--- config.mk ---
export PLATFORM = sky130hd
export DESIGN_NAME = long_press_reset
export DESIGN_NICKNAME = d
export VERILOG_FILES = /design/src/rtl/lpr_pkg.sv /design/src/rtl/lpr_sync.sv /design/src/rtl/lpr_tick_counter.sv /design/src/rtl/lpr_ctrl.sv /design/src/rtl/long_press_reset.sv
export SDC_FILE = /design/constraint.sdc
export NUM_CORES = 1
export LEC_CHECK = 0
export ABC_AREA = 1
export CORE_ASPECT_RATIO = 0.7
export CORE_MARGIN = 3
export CORE_UTILIZATION = 23
export CTS_BUF_LIST = sky130_fd_sc_hd__clkbuf_4
export DETAILED_ROUTE_END_ITERATION = 12
export SLEW_MARGIN = 20
export SYNTH_ARGS = -nofsm -noshare
export SYNTH_HDL_FRONTEND = slang
export SYNTH_SLANG_ARGS = --single-unit
--- constraint.sdc ---
create_clock -name clk -period 7.2 [get_ports clk]
set_input_delay 1.08 -clock clk [delete_from_list [all_inputs] [get_ports clk]]
set_output_delay 1.08 -clock clk [all_outputs]
set_load 0.01 [all_outputs]
--- src/rtl/lpr_pkg.sv ---
// Shared types for the long-press reset generator.
// Assumes: included first in compile order.
package lpr_pkg;

    typedef enum logic [2:0] {
        ST_RECOVER = 3'd0,   // stretch after power-on or undervoltage
        ST_IDLE    = 3'd1,
        ST_HOLD    = 3'd2,   // both buttons down, counting
        ST_PULSE   = 3'd3,   // button-initiated reset pulse
        ST_WAITREL = 3'd4,   // pulse done, waiting for full release
        ST_UVHOLD  = 3'd5    // undervoltage present
    } lpr_state_e;

endpackage

--- src/rtl/lpr_sync.sv ---
// Multi-stage flip-flop synchronizer for a bundle of asynchronous inputs.
// Assumes: each bit is independent; reset value is chosen per bit by RST_VAL.
module lpr_sync #(
    parameter int          WIDTH   = 3,
    parameter int          STAGES  = 2,
    parameter logic [WIDTH-1:0] RST_VAL = '0
) (
    input  logic             clk,
    input  logic             rst_n,
    input  logic [WIDTH-1:0] d,
    output logic [WIDTH-1:0] q
);

    logic [STAGES-1:0][WIDTH-1:0] stage_q;

    // Shift the raw inputs through the stage chain.
    always_ff @(posedge clk) begin
        if (!rst_n) begin
            for (int i = 0; i < STAGES; i++) stage_q[i] <= RST_VAL;
        end else begin
            stage_q[0] <= d;
            for (int i = 1; i < STAGES; i++) stage_q[i] <= stage_q[i-1];
        end
    end

    assign q = stage_q[STAGES-1];

endmodule

--- src/rtl/lpr_tick_counter.sv ---
// Saturating up-counter shared by all timed phases of the controller.
// Assumes: clr has priority over inc; the count holds at all-ones.
module lpr_tick_counter #(
    parameter int CW = 16
) (
    input  logic          clk,
    input  logic          rst_n,
    input  logic          clr,
    input  logic          inc,
    output logic [CW-1:0] count
);

    logic [CW-1:0] count_q;

    // Clear, advance or hold the tick count.
    always_ff @(posedge clk) begin
        if (!rst_n)                        count_q <= '0;
        else if (clr)                      count_q <= '0;
        else if (inc && (count_q != '1))   count_q <= count_q + 1'b1;
    end

    assign count = count_q;

endmodule

--- src/rtl/lpr_ctrl.sv ---
// Sequencing FSM: hold timing, pulse, release wait, undervoltage override
// and post-reset stretch. Drives the counter controls and both outputs.
// Assumes: inputs already synchronized; tick limits stable during a phase.
module lpr_ctrl
    import lpr_pkg::*;
#(
    parameter int CW = 16
) (
    input  logic          clk,
    input  logic          rst_n,
    input  logic          both_s,
    input  logic          any_s,
    input  logic          uv_s,
    input  logic [CW-1:0] setup_ticks,
    input  logic [CW-1:0] pulse_ticks,
    input  logic [CW-1:0] cnt,
    output logic          cnt_clr,
    output logic          cnt_inc,
    output lpr_state_e    state,
    output logic          sys_rst_n,
    output logic          short_press
);

    localparam logic [CW:0] ONE = {{CW{1'b0}}, 1'b1};
    localparam logic [CW:0] TWO = {{(CW-1){1'b0}}, 2'b10};

    lpr_state_e  st_q, st_nxt;
    logic        sp_q, sp_nxt;
    logic [CW:0] setup_eff, pulse_eff, cnt_ext;
    logic        hold_done, pulse_done;

    // Effective limits: a zero count behaves as one.
    always_comb begin
        setup_eff  = (setup_ticks == '0) ? ONE : {1'b0, setup_ticks};
        pulse_eff  = (pulse_ticks == '0) ? ONE : {1'b0, pulse_ticks};
        cnt_ext    = {1'b0, cnt};
        hold_done  = (cnt_ext + TWO) >= setup_eff;
        pulse_done = (cnt_ext + ONE) >= pulse_eff;
    end

    // Next-state and counter-control decode.
    always_comb begin
        st_nxt  = st_q;
        cnt_clr = 1'b0;
        cnt_inc = 1'b0;
        sp_nxt  = 1'b0;
        if (uv_s) begin
            st_nxt  = ST_UVHOLD;
            cnt_clr = 1'b1;
        end else begin
            unique case (st_q)
                ST_RECOVER: begin
                    if (pulse_done) begin
                        st_nxt  = ST_IDLE;
                        cnt_clr = 1'b1;
                    end else begin
                        cnt_inc = 1'b1;
                    end
                end
                ST_IDLE: begin
                    cnt_clr = 1'b1;
                    if (both_s) st_nxt = (setup_eff == ONE) ? ST_PULSE : ST_HOLD;
                end
                ST_HOLD: begin
                    if (!both_s) begin
                        st_nxt  = ST_IDLE;
                        cnt_clr = 1'b1;
                        sp_nxt  = 1'b1;
                    end else if (hold_done) begin
                        st_nxt  = ST_PULSE;
                        cnt_clr = 1'b1;
                    end else begin
                        cnt_inc = 1'b1;
                    end
                end
                ST_PULSE: begin
                    if (pulse_done) begin
                        st_nxt  = ST_WAITREL;
                        cnt_clr = 1'b1;
                    end else begin
                        cnt_inc = 1'b1;
                    end
                end
                ST_WAITREL: begin
                    cnt_clr = 1'b1;
                    if (!any_s) st_nxt = ST_IDLE;
                end
                ST_UVHOLD: begin
                    st_nxt  = ST_RECOVER;
                    cnt_clr = 1'b1;
                end
                default: begin
                    st_nxt  = ST_RECOVER;
                    cnt_clr = 1'b1;
                end
            endcase
        end
    end

    // State and strobe registers; reset enters the recovery stretch.
    always_ff @(posedge clk) begin
        if (!rst_n) begin
            st_q <= ST_RECOVER;
            sp_q <= 1'b0;
        end else begin
            st_q <= st_nxt;
            sp_q <= sp_nxt;
        end
    end

    assign state       = st_q;
    assign short_press = sp_q;
    assign sys_rst_n   = !((st_q == ST_RECOVER) || (st_q == ST_PULSE) || (st_q == ST_UVHOLD));

endmodule

--- src/rtl/long_press_reset.sv ---
// Top level: synchronizer, shared tick counter and sequencing FSM.
// Assumes: rst_n is synchronous to clk and doubles as the power-on signal.
module long_press_reset
    import lpr_pkg::*;
#(
    parameter int CW          = 16,
    parameter int SYNC_STAGES = 2
) (
    input  logic          clk,
    input  logic          rst_n,
    input  logic          btn_a_n,
    input  logic          btn_b_n,
    input  logic          uv_flag,
    input  logic [CW-1:0] setup_ticks,
    input  logic [CW-1:0] pulse_ticks,
    output logic          sys_rst_n,
    output logic          short_press
);

    localparam int         NSYNC    = 3;
    localparam logic [NSYNC-1:0] SYNC_RST = 3'b011;   // buttons released, no undervoltage

    logic [NSYNC-1:0] sync_q;
    logic             both_s, any_s, uv_s;
    logic             cnt_clr, cnt_inc;
    logic [CW-1:0]    cnt;
    lpr_state_e       state;

    lpr_sync #(.WIDTH(NSYNC), .STAGES(SYNC_STAGES), .RST_VAL(SYNC_RST)) u_sync (
        .clk   (clk),
        .rst_n (rst_n),
        .d     ({uv_flag, btn_b_n, btn_a_n}),
        .q     (sync_q)
    );

    // Combine the synchronized button lines.
    always_comb begin
        both_s = !sync_q[0] && !sync_q[1];
        any_s  = !sync_q[0] || !sync_q[1];
        uv_s   = sync_q[2];
    end

    lpr_tick_counter #(.CW(CW)) u_cnt (
        .clk   (clk),
        .rst_n (rst_n),
        .clr   (cnt_clr),
        .inc   (cnt_inc),
        .count (cnt)
    );

    lpr_ctrl #(.CW(CW)) u_ctrl (
        .clk         (clk),
        .rst_n       (rst_n),
        .both_s      (both_s),
        .any_s       (any_s),
        .uv_s        (uv_s),
        .setup_ticks (setup_ticks),
        .pulse_ticks (pulse_ticks),
        .cnt         (cnt),
        .cnt_clr     (cnt_clr),
        .cnt_inc     (cnt_inc),
        .state       (state),
        .sys_rst_n   (sys_rst_n),
        .short_press (short_press)
    );

endmodule

After elaboration in Yosys (flattened, before gate mapping)
Index checks and enable logic that the tools add are counted.
{ "word_totals": {"register_bits": 26, "output_inout_bits": 2} }
{ "op_classes": {"addsub": 3, "order_cmp": 2, "eq_ne": 17, "muxes": 22, "n_bitwise": 2, "reduce_logical": 17} }
{ "op_table": {"columns": ["cell", "count"], "rows": [
  ["greater-or-equal comparator 17 bit", 2],
  ["zero test 16 bit", 2],
  ["two-way mux 16 bit", 2],
  ["two-way mux 3 bit", 7],
  ["adder 16 x 1 -> 17 bit (second input constant)", 1],
  ["adder 16 x 2 -> 17 bit (second input constant)", 1],
  ["equality test 17 x 1 -> 1 bit (second input constant)", 1],
  ["adder 16 x 1 -> 16 bit (second input constant)", 1],
  ["!= test 16 bit (second input constant)", 1],
  ["one-hot mux 3 bit (5 select lines)", 1],
  ["two-way mux 1 bit", 10],
  ["AND reduction 5 bit", 2],
  ["!= test 3 x 2 -> 1 bit (second input constant)", 3],
  ["equality test 3 x 2 -> 1 bit (second input constant)", 2],
  ["equality test 3 bit (second input constant)", 2],
  ["!= test 2 x 1 -> 1 bit (second input constant)", 3],
  ["!= test 3 bit (second input constant)", 2],
  ["OR reduction 2 bit", 3],
  ["!= test 4 bit (second input constant)", 1],
  ["one-hot mux 1 bit (2 select lines)", 2],
  ["equality test 3 x 1 -> 1 bit (second input constant)", 1],
  ["zero test 1 bit", 3],
  ["zero test 3 bit", 1],
  ["logical OR 1 bit", 3],
  ["4 further kinds", 6]
]} }

Longest topological paths before layout
{ "logic_depth": {"word_depth": 8, "depth_mapped": 24} }

By module
Synthesis repeated with hierarchy kept, for this count alone.
{ "unflattened": {"cells_unflattened": 498, "hier_area_um2": 2979.1} }
{ "by_module_without_submodules": {"columns": ["module", "instances", "cells_per_inst", "area_each_um2"], "rows": [
  ["lpr_ctrl", 1, 322, 1873.0],
  ["lpr_tick_counter", 1, 153, 910.9],
  ["lpr_sync", 1, 21, 187.7],
  ["long_press_reset", 1, 2, 7.5]
]} }

Worst setup path after synthesis
Ideal clock, no wire load.
{ "synth_path": {"path_kind": "flip-flop to flip-flop", "start": "register u_cnt.count_q[2], in the netlist u_cnt.count[2]", "end": "register u_cnt.count_q[13], in the netlist u_cnt.count[13]", "setup_ns": 0.113, "arrival_ns": 2.837, "required_time_ns": 7.087, "slack_ns": 4.250, "stages_incl_launch_ff": 24, "n_path_buf": 1, "synth_period_minus_slack_ns": 2.950, "path_cell_list": "dfxtp_1 > ha_1 > nand2_1 > nor2_1 > inv_1 > nor2_1 > nand2_1 > xor2_1 > nor2_1 > a21oi_1 > ha_1 > nand2_1 > inv_1 > nand2_1 > nor2_1 > nand3_1 > nand2_1 > nor2_1 > nand3_4 > nand2_4 > nand2_2 > buf_6 > o21ai_1 > inv_1"} }
{ "synth_via": {"elab_chain_len": 7} }
{ "synth_rtl": {"columns": ["item", "line_no", "rtl"], "rows": [
  ["from (decl)", "lpr_tick_counter.sv:13", "logic [CW-1:0] count_q;"],
  ["from (signal assigned)", "lpr_tick_counter.sv:19", "else if (inc && (count_q != '1)) count_q <= count_q + 1'b1;"],
  ["adder 16 x 2 -> 17 bit", "lpr_ctrl.sv:37", "hold_done = (cnt_ext + TWO) >= setup_eff;"],
  ["greater-or-equal comparator 17 bit", "lpr_ctrl.sv:37", null],
  ["two-way mux 1 bit", "lpr_ctrl.sv:69", "end else if (hold_done) begin"],
  ["two-way mux 1 bit", "lpr_ctrl.sv:65", "if (!both_s) begin"],
  ["one-hot mux 1 bit (2 select lines)", "lpr_ctrl.sv:51", "unique case (st_q)"],
  ["two-way mux 1 bit", "lpr_ctrl.sv:47", "if (uv_s) begin"],
  ["OR reduction 2 bit (no line) or logical AND 1 bit (tied branches)", null, null]
]} }
Several ways; a longest one is shown, not always the timed one.
A chain may end at the register's enable or synchronous reset.

Worst setup path after layout
{ "layout_path": {"start": "register u_cnt.count_q[1], in the netlist u_cnt.count[1]", "end": "register u_cnt.count_q[0], in the netlist u_cnt.count[0]"} }
Same word-level chain as after synthesis.

==> flow_summary.toml <==
[synthesis]
synth_top_area_share_pct = 20.4
async_flop_share_pct = 0
synth-compound-area-share_pct = 8.96
syn_nets = 461
syn-mean-instance-area_um2 = 6.55
synth_edf_count = 0
synth_seq_area_share_pct = 20.4
yosysMostFrequentCell = "inv_1"
syn-cell-area_um2 = 2560
synth_top_family_by_area = "simple AND/OR/NAND/NOR gates"
synth_xor_area_share_pct = 7.54
yosysTopAreaCell = "dfxtp_1"
synth_mux_area_share_pct = 0.392
yosysWarnings = 0
synth-adder-area-share_pct = 16.6
ys_types = 33
synth_seq_cells = 26
synth_flop_cell = "dfxtp_1"
yosys.area_share.simple_pct = 32.2
yosys-top-cells-count = "inv_1 (87), nand2_1 (72), nor2_1 (40)"
netlist_top_cells_area = "dfxtp_1 (20%), ha_1 (17%), inv_1 (13%)"
syn_inst = 390

[clock_tree]
clockBufferDepth = 2
cts_tree = "built"
hold_buffers = 0
cts_buffers = 3
post_cts_resized = 0
clk_pin_slew_ns = 0.14
postCtsSetupBuffers = 0
cts_max_level = 1
cts.sinks = 26
root_buffer = "clkbuf_4"
clk_latency_ns = 0.32

[finish]
n_antenna_cell = 0
area_growth_pct = 22.1
utilization_pct = 29.5
num-fill-cells = 1162
drive_gt1_share_pct = 5.59
fin_nets = 501

[sta]
period_share_pct = 49.7
fmax_mhz = 279
setup_viol = 0
maxSlewViolCount = 0
hold_viol = 0
rsz0062_at_grt = "no"
max_slew_margin_pct = 70.5
fin_crit_ns = 3.58
fin_skew_ns = 0.0141
finalSetupTns_ns = 0
timing.hold.ws_ns = 0.429
worst_slew_pin_slew_ns = 0.441

[placement]
io_buffers = 38
dp_hpwl_mm = 5.58
finalWeightedCongestion = 0.888

[power_and_ir_drop]
p_per_area_nw_per_um2 = 238
vdd_drop_max_mv = 0.0845
p_leak_nw = 1.67

[global_route]
grt_pass1_wl_mm = 11.0
antenna_found_initial = 0
grt_usage_pct = 10.5
grt_pass1_vias = 2328
grt-ovfl-total = 0
grt_max_degree = 17

[critical_path]
start_kind = "flip-flop"
cp.arrival_ns = 3.79
crit_path_max_fanout = 16
worstPathRequired_ns = 7.41
critPathCaptureType = "flip-flop"
crit_type = "reg2reg"
rrSetupSlack_ns = 3.62

[floorplanning]
die_x_um = 132
die-height_um = 94.2
ios = 39
initial_core_util_pct = 24.1
core_um2 = 10600
num_rows = 31
design.die.area_um2 = 12400

[drt]
ant_nets = 0
wl_mm = 6.45
drcViolationCount = 0
detail_route.wl_per_cell_um = 11.2
vias = 2416
dr.first_iter.drc_count = 157
vias_per_cell = 4.19
drt_pass1_iterations = 5

[worst_hold_path]
hold_path.class = "reg2reg"

[run_status]
status = "finished, final reports clean"

[flow_run]
max-cap-violations = 0
cell usage in the layout, fill, tap and decap left out, types with 2 or more instances in the layout:
cell and instances:
clkbuf_4 3, o21ai_1 10, a21oi_1 16, nand2_4 2, nor4_1 2, xor2_1 21
nand2_1 72, o21ai_0 13, nand4_1 7, nor2_1 40, nor2_2 2, dfxtp_1 26
nand2_2 7, or2_2 4, nor3_1 12, nand3_1 18, inv_1 87, clkdlybuf4s50_1 38
ha_1 34
worst paths after layout:
kind / to / depth (start not counted) / from
setup reg to reg: u_cnt.count[0] / 22 / u_cnt.count[1]
hold / removal: u_sync.q[2] / 2 / u_sync.stage_q[2]
hold reg to reg: u_sync.q[2] / 2 / u_sync.stage_q[2]
setup / recovery: u_cnt.count[0] / 22 / u_cnt.count[1]
critical path, cell delays in order (launching register included):
cell and delay (ns):
dfxtp_1 0.43, ha_1 0.21, nand2_1 0.06, nor2_1 0.23, inv_1 0.11, nor2_1 0.25
nand2_1 0.11, xor2_1 0.22, nor2_1 0.06, a21oi_1 0.25, ha_1 0.29, nand2_1 0.06
inv_1 0.04, nand2_1 0.08, nor2_1 0.05, nand3_1 0.08, nand2_1 0.05, nor2_1 0.18
nand3_4 0.13, nand2_4 0.12, nand2_2 0.17, o21ai_0 0.23, nor2_1 0.06
per-stage QoR:
step | cell area (µm²) | std cells | total power, W | setup slack, ns
detailed placement | 3100 | 573 | 0.000682 | 3.54
finish | 3120 | 577 | 0.000744 | 3.62
global route | 3120 | 577 | 0.000826 | 3.21
global placement | 3100 | 573 | 0.000668 | 3.65
floorplan | 2560 | 390 | 0.000561 | 4.25
CTS | 3120 | 577 | 0.000745 | 3.62
cells by family (layout without fill, tap and decap cells):
logic type,count (synthesis),count (layout)
XOR/XNOR,22,22
buffers and inverters,91,130
flip-flops,26,26
adder cells (fa/ha/maj),34,34
multiplexers,1,1
AO/OA/AOI/OAI,43,43
AND/OR/NAND/NOR,173,173
layer usage:
layer  track usage, %  vias to the layer above  wire [µm]
met5                0                        -          0
met4             2.10                        0         36
met3            0.964                        2        298
met2             15.5                       58       2450
met1             16.4                     1049       3670
li1                 -                     1307          -
report_power, final:
group	total, W	internal, W	switching [W]
registers	0.000221	0.000181	0.0000403
clock network	0.0000608	0.0000203	0.0000405
logic	0.000462	0.000175	0.000287
cell type report:
| cell class | count | area (µm²) | area share (%) |
|---|---|---|---|
| multi-input cells | 273 | 1680 | 53.8 |
| flip-flops and latches | 26 | 520 | 16.7 |
| repair buffers | 38 | 380 | 12.2 |
| inverters | 88 | 330 | 10.6 |
| well taps | 148 | 185 | 5.93 |
| clock buffers | 3 | 22.5 | 0.721 |
| clock inverters | 1 | 3.75 | 0.120 |
flip-flops by register name, indices dropped and copies added, names as in the netlist:
register,cells
u_cnt.count,16
u_ctrl.state,3
u_sync.q,3
u_sync.stage_q,3
u_ctrl.short_press,1
(Power assumes the default switching activity.)
